**src/rtl/xlate_pkg.sv**
```systemverilog
package xlate_pkg;

    typedef enum logic [1:0] {
        FLT_NONE = 2'd0,
        FLT_PAGE = 2'd1,
        FLT_PROT = 2'd2
    } fault_e;

    typedef enum logic [2:0] {
        ST_IDLE      = 3'd0,
        ST_LOOKUP    = 3'd1,
        ST_WALK_REQ  = 3'd2,
        ST_WALK_WAIT = 3'd3,
        ST_DONE      = 3'd4
    } state_e;

endpackage

```
**src/rtl/xlate_perm.sv**
```systemverilog
module xlate_perm
    import xlate_pkg::*;
(
    input  logic   present,
    input  logic   may_read,
    input  logic   may_write,
    input  logic   is_write,
    output fault_e fault
);

    always_comb begin
        if (!present)
            fault = FLT_PAGE;
        else if (is_write ? !may_write : !may_read)
            fault = FLT_PROT;
        else
            fault = FLT_NONE;
    end

endmodule

```
**src/rtl/xlate_tlb.sv**
```systemverilog
module xlate_tlb #(
    parameter int SETS  = 4,
    parameter int WAYS  = 4,
    parameter int TAG_W = 6,
    parameter int PPN_W = 6,
    localparam int SET_W = $clog2(SETS),
    localparam int WAY_W = $clog2(WAYS)
) (
    input  logic                 clk,
    input  logic                 rst_n,
    input  logic                 flush,
    input  logic [SET_W-1:0]     lk_set,
    input  logic [TAG_W-1:0]     lk_tag,
    output logic                 lk_hit,
    output logic [PPN_W-1:0]     lk_ppn,
    output logic                 lk_rd,
    output logic                 lk_wr,
    input  logic                 fill_en,
    input  logic [SET_W-1:0]     fill_set,
    input  logic [TAG_W-1:0]     fill_tag,
    input  logic [PPN_W-1:0]     fill_ppn,
    input  logic                 fill_rd,
    input  logic                 fill_wr,
    output logic [SETS*WAYS-1:0] valid_vec
);

    logic [SETS-1:0]  set_hit;
    logic [PPN_W-1:0] set_ppn [SETS];
    logic [SETS-1:0]  set_rd;
    logic [SETS-1:0]  set_wr;

    for (genvar gs = 0; gs < SETS; gs++) begin : g_set
        logic [WAYS-1:0]  vld;
        logic [TAG_W-1:0] tag_q [WAYS];
        logic [PPN_W-1:0] ppn_q [WAYS];
        logic [WAYS-1:0]  rd_q;
        logic [WAYS-1:0]  wr_q;
        logic [WAY_W-1:0] rr_q;
        logic [WAY_W-1:0] victim;
        logic             has_free;
        logic             here;
        logic             hit_s;
        logic [PPN_W-1:0] ppn_s;
        logic             rd_s;
        logic             wr_s;

        assign here = fill_en && (fill_set == SET_W'(gs));

        always_comb begin
            victim   = rr_q;
            has_free = 1'b0;
            for (int i = 0; i < WAYS; i++) begin
                if (!has_free && !vld[i]) begin
                    victim   = WAY_W'(i);
                    has_free = 1'b1;
                end
            end
        end

        always_comb begin
            hit_s = 1'b0;
            ppn_s = '0;
            rd_s  = 1'b0;
            wr_s  = 1'b0;
            for (int i = 0; i < WAYS; i++) begin
                if (!hit_s && vld[i] && (tag_q[i] == lk_tag)) begin
                    hit_s = 1'b1;
                    ppn_s = ppn_q[i];
                    rd_s  = rd_q[i];
                    wr_s  = wr_q[i];
                end
            end
        end

        always_ff @(posedge clk) begin
            if (!rst_n) begin
                vld  <= '0;
                rr_q <= '0;
            end else if (flush) begin
                vld <= '0;
            end else if (here) begin
                vld[victim] <= 1'b1;
                if (!has_free)
                    rr_q <= rr_q + WAY_W'(1);
            end
        end

        always_ff @(posedge clk) begin
            if (here) begin
                tag_q[victim] <= fill_tag;
                ppn_q[victim] <= fill_ppn;
                rd_q[victim]  <= fill_rd;
                wr_q[victim]  <= fill_wr;
            end
        end

        assign set_hit[gs]                = hit_s;
        assign set_ppn[gs]                = ppn_s;
        assign set_rd[gs]                 = rd_s;
        assign set_wr[gs]                 = wr_s;
        assign valid_vec[gs*WAYS +: WAYS] = vld;
    end

    assign lk_hit = set_hit[lk_set];
    assign lk_ppn = set_ppn[lk_set];
    assign lk_rd  = set_rd[lk_set];
    assign lk_wr  = set_wr[lk_set];

endmodule

```
**src/rtl/addr_xlate_unit.sv**
```systemverilog
module addr_xlate_unit
    import xlate_pkg::*;
#(
    parameter int VA_W       = 14,
    parameter int PA_W       = 12,
    parameter int PAGE_BYTES = 64,
    parameter int TLB_SETS   = 4,
    parameter int TLB_WAYS   = 4,
    parameter int PTA_W      = 12,
    localparam int OFF_W     = $clog2(PAGE_BYTES),
    localparam int VPN_W     = VA_W - OFF_W,
    localparam int PPN_W     = PA_W - OFF_W,
    localparam int SET_W     = $clog2(TLB_SETS),
    localparam int TAG_W     = VPN_W - SET_W,
    localparam int PTE_W     = PPN_W + 3
) (
    input  logic             clk,
    input  logic             rst_n,
    input  logic             flush,
    input  logic [PTA_W-1:0] pt_base,
    input  logic             req_valid,
    output logic             req_ready,
    input  logic [VA_W-1:0]  req_vaddr,
    input  logic             req_write,
    output logic             pt_req_valid,
    input  logic             pt_req_ready,
    output logic [PTA_W-1:0] pt_req_addr,
    input  logic             pt_rsp_valid,
    input  logic [PTE_W-1:0] pt_rsp_data,
    output logic             rsp_valid,
    output logic [PA_W-1:0]  rsp_paddr,
    output logic [1:0]       rsp_fault,
    output logic             rsp_hit
);

    localparam int NENT = TLB_SETS * TLB_WAYS;

    state_e           st_q, st_d;
    logic [VPN_W-1:0] vpn_q;
    logic [OFF_W-1:0] off_q;
    logic             wr_q;
    logic [PA_W-1:0]  pa_q;
    fault_e           flt_q;
    logic             hit_q;

    logic             tlb_hit, tlb_rd, tlb_wr;
    logic [PPN_W-1:0] tlb_ppn;
    logic [NENT-1:0]  tlb_valid_vec;

    logic             pte_present, pte_rd, pte_wr;
    logic [PPN_W-1:0] pte_ppn;

    logic             c_present, c_rd, c_wr;
    logic [PPN_W-1:0] c_ppn;
    fault_e           chk_fault;

    logic             accept, walk_done, lookup_done, fill_en;

    assign pte_ppn     = pt_rsp_data[PPN_W-1:0];
    assign pte_rd      = pt_rsp_data[PPN_W];
    assign pte_wr      = pt_rsp_data[PPN_W+1];
    assign pte_present = pt_rsp_data[PPN_W+2];

    assign accept      = (st_q == ST_IDLE) && req_valid;
    assign lookup_done = (st_q == ST_LOOKUP) && tlb_hit;
    assign walk_done   = (st_q == ST_WALK_WAIT) && pt_rsp_valid;
    assign fill_en     = walk_done && (chk_fault == FLT_NONE);

    xlate_tlb #(
        .SETS  (TLB_SETS),
        .WAYS  (TLB_WAYS),
        .TAG_W (TAG_W),
        .PPN_W (PPN_W)
    ) u_tlb (
        .clk       (clk),
        .rst_n     (rst_n),
        .flush     (flush),
        .lk_set    (vpn_q[SET_W-1:0]),
        .lk_tag    (vpn_q[VPN_W-1:SET_W]),
        .lk_hit    (tlb_hit),
        .lk_ppn    (tlb_ppn),
        .lk_rd     (tlb_rd),
        .lk_wr     (tlb_wr),
        .fill_en   (fill_en),
        .fill_set  (vpn_q[SET_W-1:0]),
        .fill_tag  (vpn_q[VPN_W-1:SET_W]),
        .fill_ppn  (pte_ppn),
        .fill_rd   (pte_rd),
        .fill_wr   (pte_wr),
        .valid_vec (tlb_valid_vec)
    );

    // Permission source: cached entry during lookup, fetched entry during a walk
    always_comb begin
        if (st_q == ST_LOOKUP) begin
            c_present = 1'b1;
            c_rd      = tlb_rd;
            c_wr      = tlb_wr;
            c_ppn     = tlb_ppn;
        end else begin
            c_present = pte_present;
            c_rd      = pte_rd;
            c_wr      = pte_wr;
            c_ppn     = pte_ppn;
        end
    end

    xlate_perm u_perm (
        .present   (c_present),
        .may_read  (c_rd),
        .may_write (c_wr),
        .is_write  (wr_q),
        .fault     (chk_fault)
    );

    // State register
    always_ff @(posedge clk) begin
        if (!rst_n)
            st_q <= ST_IDLE;
        else
            st_q <= st_d;
    end

    // Transitions
    always_comb begin
        st_d = st_q;
        unique case (st_q)
            ST_IDLE:      if (req_valid)    st_d = ST_LOOKUP;
            ST_LOOKUP:    st_d = tlb_hit ? ST_DONE : ST_WALK_REQ;
            ST_WALK_REQ:  if (pt_req_ready) st_d = ST_WALK_WAIT;
            ST_WALK_WAIT: if (pt_rsp_valid) st_d = ST_DONE;
            ST_DONE:      st_d = ST_IDLE;
            default:      st_d = ST_IDLE;
        endcase
    end

    // Outputs
    always_comb begin
        req_ready    = (st_q == ST_IDLE);
        pt_req_valid = (st_q == ST_WALK_REQ);
        rsp_valid    = (st_q == ST_DONE);
        pt_req_addr  = pt_base + PTA_W'(vpn_q);
        rsp_paddr    = pa_q;
        rsp_fault    = flt_q;
        rsp_hit      = hit_q;
    end

    // Request and result registers
    always_ff @(posedge clk) begin
        if (!rst_n) begin
            vpn_q <= '0;
            off_q <= '0;
            wr_q  <= 1'b0;
            pa_q  <= '0;
            flt_q <= FLT_NONE;
            hit_q <= 1'b0;
        end else begin
            if (accept) begin
                vpn_q <= req_vaddr[VA_W-1:OFF_W];
                off_q <= req_vaddr[OFF_W-1:0];
                wr_q  <= req_write;
            end
            if (lookup_done || walk_done) begin
                flt_q <= chk_fault;
                hit_q <= lookup_done;
                pa_q  <= (chk_fault == FLT_NONE) ? {c_ppn, off_q} : '0;
            end
        end
    end

endmodule

```
**config.mk**
```make
export PLATFORM = sky130hd
export DESIGN_NAME = addr_xlate_unit
export DESIGN_NICKNAME = d
export VERILOG_FILES = /design/src/rtl/xlate_pkg.sv /design/src/rtl/xlate_perm.sv /design/src/rtl/xlate_tlb.sv /design/src/rtl/addr_xlate_unit.sv
export SDC_FILE = /design/constraint.sdc
export NUM_CORES = 1
export LEC_CHECK = 0
export BUFFER_PORTS_ARGS = -buffer_cell sky130_fd_sc_hd__buf_2
export CORE_MARGIN = 1
export CORE_UTILIZATION = 35
export DETAILED_ROUTE_END_ITERATION = 12
export PLACE_DENSITY_LB_ADDON = 0.1
export SLEW_MARGIN = 10
export SYNTH_ARGS = -nofsm -noshare
export SYNTH_HDL_FRONTEND = slang
export SYNTH_SLANG_ARGS = --single-unit
```
**constraint.sdc**
```tcl
create_clock -name clk -period 14 [get_ports clk]
set_clock_uncertainty 0.15 [all_clocks]
set_input_delay 1.4 -clock clk [delete_from_list [all_inputs] [get_ports clk]]
set_output_delay 1.4 -clock clk [all_outputs]
set_load 0.05 [all_outputs]
```
==> summary.md <==
Number of hold-slack violations in the final timing report: 0. Sequential cells were found to cover 64.0% of the synthesized design area. The clock network latency to the later pin of the worst-skew pair was 0.51 ns.

After the first detailed-routing iteration, the DRC count stood at 559. The number of global-route vias before repair was 7679; the clock sink total was 281. The tools report the launch point of the worst reg-to-reg path as vpn_q[5]. After layout, the worst path uses 40.5% of the clock period. In this run, synthesis produced a sequential element count of 281. Cells with a size suffix above 1 make up 17.2% of the layout. The worst hold path stage count was 2.

After clock tree synthesis, the setup repair step added 0 buffers. Data on the critical path is required at its endpoint by 13.97 ns. The endpoint identified for the worst register-to-register timing path is u_tlb.g_set[1].tag_q[3][2]. The number of nets in the synthesized netlist is 1020.

The run gives 969 as the number of instances in the synthesized netlist. In this run the deepest clock path goes through 3 buffers. In this run the tightest slew margin relative to its limit is 20.3%. The number of cells on the worst reg-to-reg path works out to 11.

The initial antenna violation count is 0. The logs give 0 for the number of hold buffers added after cts and 14300 um^2 for the cell area after layout. Worst hold-check path type: reg2reg. For this block, the routed nets add up to 31.2 mm of wire. Dividing the synthesized area by the synthesized cell count gives 12.7 um^2. Compared with the post-synthesis result, the final layout area differs by 16.3%.

The clock transition at the register clock pins on the worst setup and hold paths after CTS was 0.05 ns. The worst-margin pin slew was 1.19 ns. Global-route track usage on met1: 24.1%. In this run the vertical extent of the chip is 189 um. During synthesis, Yosys emitted a total of 0 warnings. By area the synthesized netlist is led by sky130_fd_sc_hd__edfxtp_1 55%, sky130_fd_sc_hd__dfxtp_1 9.3%, sky130_fd_sc_hd__xnor2_1 4.7%, sky130_fd_sc_hd__nand2_1 3.2%, sky130_fd_sc_hd__xor2_1 2.8%. Total count of max-transition violations in the final report: 0. The tools report the origin of the worst min-delay path as rsp_hit. The logs give 35.6% for the starting density of the core and 7911 for the total number of vias. The overall die area was 35900 um^2.

The logs give 0.177 GHz for the highest clock rate and 2 for the H-tree depth. The wire-length estimate of the detail-placed layout is 21.5 mm. The leakage component of the power is 4.72 nW, and the overall power of the completed layout is 0.00192 W. The global placement routability congestion is 0.804, and the total of max-cap violations is 0.

The top cell type's share of synthesized area came out at 54.7%. In this run the count of I/O pins placed on the die edge is 72. The cell area after placement is 13200 um^2. Top flip-flop cell by instance count after synthesis: sky130_fd_sc_hd__edfxtp_1. TritonCTS built the clock tree. The layer with the highest usage after global routing was met2.

The first detailed-routing pass ran for 5 iterations. In the global route stage, met3 resource usage came out at 2.65%. The area of the mapped netlist is 12300 um^2. The flow ran to the end, and the final reports show no timing, DRC or antenna violations. The worst setup path is launched from a flip-flop. The run gives 0 as the post-cts repair resize count. Across every metal layer, demand over resource in global routing totals 17.7%.

The tools report the diode insertion count for antenna repair as 0. Leaving out fill and tap cells, the most frequent cell in the layout is sky130_fd_sc_hd__edfxtp_1. Global routing consumed, on the met2 layer, 28.9% of the routing resources.

In the synthesized netlist the async set-or-reset flop fraction comes to 0%. The initialized floorplan defines 68 standard-cell rows. For the final routed database, the setup TNS stands at 0 ns.

For the number of distinct library cells after synthesis, the log shows 68. In the layout the commonest cells are 224 x sky130_fd_sc_hd__edfxtp_1, 106 x sky130_fd_sc_hd__nand2_1, 71 x sky130_fd_sc_hd__buf_2. Of all nets on the critical path, the largest fanout is 34. The region available for standard cell placement spans 34500 um^2.

After global routing the overflow that remains totals 0. The worst register-to-register path has a setup slack of 8.33 ns. The per-cell via count in the routed design is 5.16.

In this run the tool buffered the top-level ports with 71 buffer cells. For the total CTS buffers, the log shows 34. The worst-case IR drop observed on VDD is 0.0000871 V.

The critical path class is reg2reg. The width of the die was 189 um; the arrival time at the worst endpoint was 5.63 ns. The layout has 3288 filler cells. Setup repair after global routing left no endpoint under its margin.

Setup violations remaining at the end of the flow were counted as 0. sky130_fd_sc_hd__edfxtp_1 takes more of the synthesized area than any other cell. The synthesized design contains 224 enable-type register cells.

The average routed wire per standard cell came out at 20.4 um. The worst setup path is captured at a flip-flop. The number of antenna-violating nets in the routed design is 0. The sink of the worst hold path was rsp_hit. The power density over the cells is 134 nW/um^2, and the first-pass GRT wire length is 47.7 mm. For this run, design rule violations remaining after detail routing come to 0. The tools report the worst hold slack across all endpoints as 0.306 ns.

The root buffer cell chosen for the clock tree is sky130_fd_sc_hd__clkbuf_16. The smallest clock period supported by the final layout is computed as 5.67 ns. Entering global routing, the biggest net connects 35 pins. The number of nets in the final layout was 1103.
## area by class of cell
class                           count  area, um^2  area share, %
Clock buffer                       49        1010           7.08
Multi-Input combinational cell    618        4160           29.1
Tap cell                          455         569           3.98
Timing Repair Buffer               94         528           3.69
Sequential cell                   281        7880           55.1
Inverter                           23        86.3          0.604
Clock inverter                     13        62.6          0.438
## worst max-delay path by stage
stage	slack, ns	endpoint	startpoint
finish	8.33	u_tlb.g_set[1].tag_q[3][2]	vpn_q[5]
global route	7.96	u_tlb.g_set[0].ppn_q[0][3]	vpn_q[5]
CTS	8.23	u_tlb.g_set[1].ppn_q[1][3]	vpn_q[5]
detailed placement	8.25	u_tlb.g_set[1].ppn_q[1][4]	vpn_q[5]
global placement	8.35	u_tlb.g_set[1].ppn_q[1][3]	vpn_q[2]
floorplan	8.70	pt_req_addr[10]	pt_base[0]
## cells by family after synthesis
kind of cell,synth area share [%]
multiplexers,0.906
XOR/XNOR,7.48
flip-flops,64.0
buffers and inverters,3.02
AND/OR/NAND/NOR,14.0
AO/OA/AOI/OAI,9.67
adder cells (fa/ha/maj),0.977
## layer usage
metal / wire length, um / vias to the layer above / part of all wire (%)
met4: 815 / 0 / 2.6
met1: 14300 / 3852 / 46
met5: 0 / - / 0
met3: 1430 / 61 / 4.6
met2: 14700 / 222 / 47
li1: - / 3776 / -
## sequential cells by signal, summed over array words and instances (netlist names)
name               flops
u_tlb.g_set.ppn_q     96
u_tlb.g_set.tag_q     96
u_tlb.g_set.rd_q      16
u_tlb.g_set.vld       16
u_tlb.g_set.wr_q      16
rsp_paddr             12
u_tlb.g_set.rr_q       8
vpn_q                  8
off_q                  6
st_q                   3
rsp_fault              2
rsp_hit                1
wr_q                   1
## stage by stage
stage	utilization [%]	instances	setup WS (ns)
5_1_grt	41.4	1533	7.96
2_1_floorplan	-	969	8.70
3_3_place_gp	38.3	1471	8.35
6_report	41.4	1533	8.33
4_1_cts	41.4	1533	8.23
3_5_place_dp	38.3	1471	8.25
## Yosys cell counts (4+ instances only)
library cell,count
sky130_fd_sc_hd__a31oi_1,6
sky130_fd_sc_hd__o41ai_1,4
sky130_fd_sc_hd__edfxtp_1,224
sky130_fd_sc_hd__o21ai_0,26
sky130_fd_sc_hd__nand2b_1,14
sky130_fd_sc_hd__buf_6,13
sky130_fd_sc_hd__ha_1,8
sky130_fd_sc_hd__nor4_4,6
sky130_fd_sc_hd__mux2i_1,10
sky130_fd_sc_hd__nor2b_1,4
sky130_fd_sc_hd__and3_1,4
sky130_fd_sc_hd__nor4_2,6
sky130_fd_sc_hd__nor3_1,17
sky130_fd_sc_hd__a21oi_1,51
sky130_fd_sc_hd__a211oi_1,15
sky130_fd_sc_hd__a21boi_0,6
sky130_fd_sc_hd__dfxtp_1,57
sky130_fd_sc_hd__nand3_1,36
sky130_fd_sc_hd__and2_1,7
sky130_fd_sc_hd__inv_1,21
sky130_fd_sc_hd__o211ai_1,4
sky130_fd_sc_hd__or4_1,4
sky130_fd_sc_hd__a22oi_1,14
sky130_fd_sc_hd__nand4_1,24
sky130_fd_sc_hd__o31ai_1,10
sky130_fd_sc_hd__nor4_1,17
sky130_fd_sc_hd__xor2_1,39
sky130_fd_sc_hd__nand2_1,106
sky130_fd_sc_hd__a221oi_1,6
sky130_fd_sc_hd__nor2_1,47
sky130_fd_sc_hd__a32o_1,6
sky130_fd_sc_hd__a21o_1,7
sky130_fd_sc_hd__xnor2_1,66
sky130_fd_sc_hd__clkbuf_1,28
## critical path, stage by stage, from the launching register on
cell and delay [ns]:
sky130_fd_sc_hd__dfxtp_2 0.32, sky130_fd_sc_hd__buf_4 0.41, sky130_fd_sc_hd__xnor2_1 0.18, sky130_fd_sc_hd__nand4_1 0.16, sky130_fd_sc_hd__nor4_4 0.61, sky130_fd_sc_hd__mux2_2 0.41
sky130_fd_sc_hd__a221oi_1 0.33, sky130_fd_sc_hd__o211ai_1 0.15, sky130_fd_sc_hd__o41a_1 0.61, sky130_fd_sc_hd__or3_1 0.61, sky130_fd_sc_hd__buf_4 0.34, sky130_fd_sc_hd__nor3_2 0.98
## power by group
part / switching (W) / internal [W]
registers: 0.00000464 / 0.000908
logic: 0.000123 / 0.0000457
clock network: 0.000333 / 0.000503
Note: power is estimated with default switching activity, not from simulation.
